===== config.mk =====
export PLATFORM = sky130hd
export DESIGN_NAME = rq_requeue_stage
export DESIGN_NICKNAME = d
export VERILOG_FILES = /design/src/rtl/rq_pkg.sv /design/src/rtl/rq_marker_detect.sv /design/src/rtl/rq_mode_reg.sv /design/src/rtl/rq_steer.sv /design/src/rtl/rq_requeue_stage.sv
export SDC_FILE = /design/constraint.sdc
export NUM_CORES = 1
export LEC_CHECK = 0
export ABC_AREA = 1
export BUFFER_PORTS_ARGS = -buffer_cell sky130_fd_sc_hd__buf_2
export CORE_MARGIN = 5
export CORE_UTILIZATION = 23
export DETAILED_ROUTE_END_ITERATION = 10
export GPL_ROUTABILITY_DRIVEN = 0
export GPL_TIMING_DRIVEN = 0
export PLACE_DENSITY = 0.82
export RECOVER_POWER = 50
export SYNTH_ARGS = -nofsm -noshare
export SYNTH_HDL_FRONTEND = slang
export SYNTH_SLANG_ARGS = --single-unit
export TNS_END_PERCENT = 5

===== constraint.sdc =====
create_clock -name clk -period 1 [get_ports clk]
set_clock_uncertainty 0.1 [all_clocks]
set_input_delay 0.1 -clock clk [delete_from_list [all_inputs] [get_ports clk]]
set_output_delay 0.1 -clock clk [all_outputs]
set_load 0.01 [all_outputs]

===== src/rtl/rq_pkg.sv =====
package rq_pkg;

   localparam int KIND_W = 2;

   typedef enum logic [KIND_W-1:0] {
      RQ_PLAIN = 2'b00,
      RQ_START = 2'b01,
      RQ_END   = 2'b10,
      RQ_SPARE = 2'b11
   } rq_kind_e;

   typedef enum logic {
      RQ_UPDATING    = 1'b0,
      RQ_CIRCULATING = 1'b1
   } rq_mode_e;

endpackage


===== src/rtl/rq_marker_detect.sv =====
// Flags a valid item whose kind equals the marker this input stalls on.
module rq_marker_detect #(
   parameter int              KIND_W = rq_pkg::KIND_W,
   parameter logic [KIND_W-1:0] MARK  = rq_pkg::RQ_END
) (
   input  logic              item_valid,
   input  logic [KIND_W-1:0] item_kind,
   output logic              is_mark
);
   generate
      if (KIND_W != rq_pkg::KIND_W) begin : g_bad_width
         $error("rq_marker_detect: KIND_W must match package width");
      end
   endgenerate

   always_comb is_mark = item_valid && (item_kind == MARK);
endmodule


===== src/rtl/rq_mode_reg.sv =====
// Holds Updating/Circulating; abort wins over a pairing in the same cycle.
module rq_mode_reg (
   input  logic             clk,
   input  logic             rst_n,
   input  logic             pair_fire,
   input  logic             abort_pulse,
   output rq_pkg::rq_mode_e mode
);
   import rq_pkg::*;

   rq_mode_e mode_d;

   always_comb begin
      mode_d = mode;
      unique case (mode)
         RQ_CIRCULATING: if (abort_pulse) mode_d = RQ_UPDATING;
         default:        if (pair_fire && !abort_pulse) mode_d = RQ_CIRCULATING;
      endcase
   end

   always_ff @(posedge clk or negedge rst_n) begin
      if (!rst_n) mode <= RQ_UPDATING;
      else        mode <= mode_d;
   end
endmodule


===== src/rtl/rq_steer.sv =====
// Combinational routing of handshakes and payload for the current mode.
module rq_steer #(
   parameter int DATA_W = 24,
   parameter int KIND_W = rq_pkg::KIND_W
) (
   input  rq_pkg::rq_mode_e  mode,
   input  logic              abort_pulse,
   input  logic              enq_valid,
   input  logic              enq_end,
   input  logic [KIND_W-1:0] enq_kind,
   input  logic [DATA_W-1:0] enq_data,
   input  logic              rec_valid,
   input  logic              rec_start,
   input  logic [KIND_W-1:0] rec_kind,
   input  logic [DATA_W-1:0] rec_data,
   input  logic              out_ready,
   output logic              pair_fire,
   output logic              enq_ready,
   output logic              rec_ready,
   output logic              out_valid,
   output logic [KIND_W-1:0] out_kind,
   output logic [DATA_W-1:0] out_data
);
   import rq_pkg::*;

   logic updating;
   logic both_stalled;

   always_comb begin
      updating     = (mode == RQ_UPDATING);
      both_stalled = enq_end && rec_start;
      pair_fire    = updating && both_stalled && !abort_pulse;
   end

   always_comb begin
      if (updating) begin
         out_valid = enq_valid && !enq_end;
         out_kind  = enq_kind;
         out_data  = enq_data;
         enq_ready = enq_end   ? pair_fire : out_ready;
         rec_ready = rec_start ? pair_fire : 1'b1;
      end else begin
         out_valid = rec_valid;
         out_kind  = rec_kind;
         out_data  = rec_data;
         enq_ready = 1'b0;
         rec_ready = out_ready;
      end
   end
endmodule


===== src/rtl/rq_requeue_stage.sv =====
module rq_requeue_stage #(
   parameter int DATA_W = 24,
   parameter int KIND_W = 2
) (
   input  logic              clk,
   input  logic              rst_n,
   input  logic              enq_valid,
   input  logic [KIND_W-1:0] enq_kind,
   input  logic [DATA_W-1:0] enq_data,
   output logic              enq_ready,
   input  logic              rec_valid,
   input  logic [KIND_W-1:0] rec_kind,
   input  logic [DATA_W-1:0] rec_data,
   output logic              rec_ready,
   input  logic              abort_pulse,
   output logic              out_valid,
   output logic [KIND_W-1:0] out_kind,
   output logic [DATA_W-1:0] out_data,
   input  logic              out_ready
);
   import rq_pkg::*;

   localparam int N_IN = 2;

   generate
      if (DATA_W < 1) begin : g_bad_data
         $error("rq_requeue_stage: DATA_W must be at least 1");
      end
      if (KIND_W != rq_pkg::KIND_W) begin : g_bad_kind
         $error("rq_requeue_stage: KIND_W must equal the package kind width");
      end
   endgenerate

   logic [N_IN-1:0]             in_valid;
   logic [N_IN-1:0][KIND_W-1:0] in_kind;
   logic [N_IN-1:0]             in_mark;
   logic                        pair_fire;
   rq_mode_e                    mode_q;

   always_comb begin
      in_valid = {rec_valid, enq_valid};
      in_kind  = {rec_kind, enq_kind};
   end

   // index 0: enqueue side stalls on loop end; index 1: recirculate side on loop start
   generate
      for (genvar gi = 0; gi < N_IN; gi++) begin : g_mark
         localparam logic [KIND_W-1:0] MK = (gi == 0) ? RQ_END : RQ_START;
         rq_marker_detect #(.KIND_W(KIND_W), .MARK(MK)) u_det (
            .item_valid (in_valid[gi]),
            .item_kind  (in_kind[gi]),
            .is_mark    (in_mark[gi])
         );
      end
   endgenerate

   rq_mode_reg u_mode (
      .clk         (clk),
      .rst_n       (rst_n),
      .pair_fire   (pair_fire),
      .abort_pulse (abort_pulse),
      .mode        (mode_q)
   );

   rq_steer #(.DATA_W(DATA_W), .KIND_W(KIND_W)) u_steer (
      .mode        (mode_q),
      .abort_pulse (abort_pulse),
      .enq_valid   (enq_valid),
      .enq_end     (in_mark[0]),
      .enq_kind    (enq_kind),
      .enq_data    (enq_data),
      .rec_valid   (rec_valid),
      .rec_start   (in_mark[1]),
      .rec_kind    (rec_kind),
      .rec_data    (rec_data),
      .out_ready   (out_ready),
      .pair_fire   (pair_fire),
      .enq_ready   (enq_ready),
      .rec_ready   (rec_ready),
      .out_valid   (out_valid),
      .out_kind    (out_kind),
      .out_data    (out_data)
   );
endmodule


* Yosys cells after proc, flatten, opt, wreduce, memory -nomap -nowiden
Index checks and enable logic that the tools add are counted.
** Cells by class
- Equality and inequality tests :: 2
- Muxes and demuxes :: 10
- Bitwise logic cells :: 1
- Reduce and logical (&&, ||, !) cells :: 9
** Operators by type and width (number)
- 24-bit two-way mux :: 1
- 1-bit two-way mux :: 8
- 1-bit logical AND :: 7
- 2-bit by 1-bit == test with 1-bit output, second input constant :: 1
- 2-bit == test, second input constant :: 1
- 1-bit logical NOT :: 2
- 2-bit two-way mux :: 1
- 1-bit NOT :: 1
** Storage, ports and cells
- Register bits :: 1
- Input bits :: 58

* Longest topological paths before layout
- Word-level depth :: 8
- Gate-level depth with buffers :: 5
- Depth with buffers taken out :: 5

* Cells and area by module
A second synthesis with hierarchy kept.
** Second synthesis, totals
- Cells, all modules :: 107
- Area total of the unflattened synthesis :: 444.2 sq um
** By module, submodules not included
- rq_steer :: instances 1, cells each 100, area each 391.6 sq um, sequential area each 0.0 sq um
- rq_mode_reg :: instances 1, cells each 3, area each 32.5 sq um, sequential area each 25.0 sq um
- rq_marker_detect :: instances 2, cells each 2, area each 10.0 sq um, sequential area each 0.0 sq um

* Worst setup path after synthesis
Ideal clock, no wire load.
- Path kind :: register to output
- Start point :: reg u_mode.mode
- End point :: out enq_ready
- Data arrival time :: 900 ps
- Data required time :: 800 ps
- Setup slack :: -100 ps
- Stages on the path, launching flop included :: 5
- Path buffers :: 1
- Cells stage by stage :: dfrtp_1 > buf_4 > nor2_1 > a21oi_1 > nor2_1
** Between the ends
- Longest elaborated chain between the ends :: 5
** RTL lines
- start, declared :: line rq_mode_reg.sv:7 : output rq_pkg::rq_mode_e mode
- start signal, assigned :: line rq_mode_reg.sv:23 : else mode <= mode_d;
- 1-bit NOT :: line rq_steer.sv:30 : updating = (mode == RQ_UPDATING);
- 1-bit logical AND (2 in a row) :: line rq_steer.sv:32 : pair_fire = updating && both_stalled && !abort_pulse;
- 1-bit two-way mux :: line rq_steer.sv:40 : enq_ready = enq_end ? pair_fire : out_ready;
- 1-bit two-way mux * :: line rq_steer.sv:36 : if (updating) begin
- end, declared :: line rq_requeue_stage.sv:10 : output logic enq_ready,
Every way passes the cells marked *; elsewhere a longest branch is shown, timed or not.

* Worst setup path in the final report
- Start point :: reg u_mode.mode
- End point :: out rec_ready
** Between the ends
- Longest elaborated chain between the ends :: 5
** RTL lines
- 1-bit NOT :: line rq_steer.sv:30
- 1-bit logical AND (2 in a row) :: line rq_steer.sv:32
- 1-bit two-way mux :: line rq_steer.sv:41 : rec_ready = rec_start ? pair_fire : 1'b1;
- 1-bit two-way mux * :: line rq_steer.sv:36
- end, declared :: line rq_requeue_stage.sv:14 : output logic rec_ready,
Marks and branches as above.

==> results.py <==
metrics = {
    "sta": {
        "relSlewSlack_pct": 91.08,
        "drv_slew": 0,
        "final-hold-violation-count": 0,
        "fin_tns_setup_ps": -2331,
        "worstMarginPinSlew_ps": 130.0,
        "layout_setup_ws_ps": -123.1,
        "finalSetupViolCount": 29,
        "min_period_ps": 1123,
        "rsz0062_at_grt": "true",
        "post-route-period-util_pct": 112.3,
        "timing.fmax_ghz": 0.8904,
    },
    "setup_path": {
        "r2r_start": "u_mode.mode",
        "worstSetupPathType": "reg -> out",
        "rr_worst_depth": 4,
        "r2r_setup_slack_ps": 10,
        "worst-path-max-fanout": 8,
        "crit_start": "u_mode.mode",
        "critPathRequiredTime_ps": 800,
        "reg2reg_to": "u_mode.mode",
        "worstSetupStartpointType": "flop",
        "cp_data_arrival_time_ps": 920,
        "cp-end-kind": "primary output",
    },
    "floorplanning": {
        "start_util_pct": 23.57,
        "die_w_um": 54.38,
        "core_sq_um": 1922,
        "die_h_um": 54.38,
        "ioPinCount": 87,
        "row_count": 16,
        "fp.dieArea_sq_um": 2957,
    },
    "power_and_ir_drop": {
        "p_per_area_nw_per_um2": 365.0,
        "vdd_drop_max_v": 0.0002583,
        "leakagePower_uw": 0.0006803,
    },
    "global_routing": {
        "grt_pass1_vias": 771,
        "grt_max_degree": 11,
        "grt_use_total_pct": 12.65,
        "grt_pass1_wl_mm": 2.960,
        "antenna_found_initial": 0,
        "gr-total-overflow": 0,
    },
    "place": {
        "dp.final_hpwl_mm": 1.697,
        "portBuffers": 86,
        "placed_cell_area_sq_um": 932.1,
    },
    "final_layout": {
        "regMostFlops": "u_mode.mode",
        "layout-drive-gt1-share_pct": 51.27,
        "antenna_cells": 0,
        "area_growth_pct": 119.9,
        "largest_register_ffs": 1,
        "num-fill-cells": 225,
        "final_cell_mix": "87 x buf_2, 79 x nand2_1, 6 x buf_6",
        "nets": 257,
        "top_regs": "u_mode.mode x1",
        "layout_commonest_cell": "buf_2",
        "post-route-cell-area_sq_um": 996.0,
    },
    "routing": {
        "routed_via_density": 4.045,
        "firstDrtPassIters": 2,
        "num_vias": 906,
        "drt-initial-drc-count": 4,
        "drc": 0,
        "drtAntennaViolNets": 0,
        "wl_per_cell_um": 9.165,
        "wl_mm": 2.053,
    },
    "logic_synthesis": {
        "synth_area_sq_um": 452.9,
        "yosysWarnings": 0,
        "synth_nets": 164,
        "syn_avg_cell_area_sq_um": 4.273,
        "ys_ff_latch": 1,
        "syn_inst": 106,
        "yosysSeqAreaShare_pct": 5.525,
        "synth.distinct_cells": 12,
    },
    "min_path": {
        "hold_class": "in -> async",
    },
    "status": {
        "status": "finished with violations",
        "violations": "setup timing",
    },
    "run": {
        "maxCapViolCount": 0,
    },
    "clocking": {
        "clk_latency_ps": 0,
        "clkTransAtPathRegs_ps": 0,
    },
}
[power by group]
group	internal, uW	total, uW	switching [uW]
logic	171	321	151
registers	41.7	42.2	0.504
clock network	0	0	0
total	212	364	151
[cells in the mapped netlist]
library cell | count | area share [%]
a21oi_1 | 1 | 1.1
buf_2 | 2 | 2.2
buf_4 | 4 | 6.6
dfrtp_1 | 1 | 5.5
inv_1 | 3 | 2.5
inv_2 | 1 | 0.83
mux2i_1 | 1 | 2.2
nand2_1 | 83 | 69
nand3_1 | 3 | 3.3
nor2_1 | 4 | 3.3
o21ai_0 | 2 | 2.2
or2_0 | 1 | 1.4
[what timing repair did]
item,CTS,global route
hold buffers,1,0
endpoints found under the hold margin,1,0
endpoints found under the setup margin,29,30
pin swaps,2,3
setup buffers,2,0
gates resized for setup,8,2
gates cloned,2,0
[per-layer routing]
metal / GRT usage (%) / wire (um)
met3: 1.635 / 275
met2: 25.70 / 1001
met1: 14.52 / 777
met5: 0 / 0
met4: 0 / 0
[area by class of cell]
class / count / area [sq um] / area share [%]
Timing Repair Buffer: 91 / 474.2 / 47.61
Tap cell: 27 / 33.78 / 3.392
Multi-Input combinational cell: 95 / 390.4 / 39.20
Sequential cell: 1 / 25.02 / 2.513
Inverter: 4 / 15.01 / 1.508
Buffer: 6 / 57.56 / 5.779
[worst max-delay path by stage]
stage	end	slack [ps]	cells after the start
after global routing	rec_ready	-200	4
after floorplan	enq_ready	-40	4
final	rec_ready	-120	4
after CTS	out_data[4]	-130	6
after global placement	out_data[10]	-180	6
after detailed placement	out_data[7]	-180	6
[kinds of logic after synthesis]
kind of cell | after synthesis | synth area share, %
buf+inv | 10 | 12.15
simple gates | 91 | 76.79
flops | 1 | 5.524
mux | 1 | 2.210
compound gates | 3 | 3.314
[critical path, stage by stage, from the launching register on]
cell	delay (ps)
dfrtp_1	360
buf_6	160
mux2i_1	200
nand2_1	70
buf_2	140
[through the flow]
| stage | total power, uW | hold slack (ps) | cells | util [%] | setup WS [ps] |
|---|---|---|---|---|---|
| 4_1_cts | 366.5 | 311.2 | 224 | 51.63 | -128.6 |
| 3_3_place_gp | 351.7 | -225.7 | 219 | 48.50 | -176.1 |
| 5_1_grt | 401.0 | 340.1 | 224 | 51.82 | -199.7 |
| 3_5_place_dp | 355.8 | -223.9 | 219 | 48.50 | -175.3 |
| 6_report | 363.5 | 306.8 | 224 | 51.82 | -123.1 |
| 2_1_floorplan | 166.2 | -295.6 | 106 | - | -39.72 |
No activity file was read; power rests on OpenSTA's default activity.
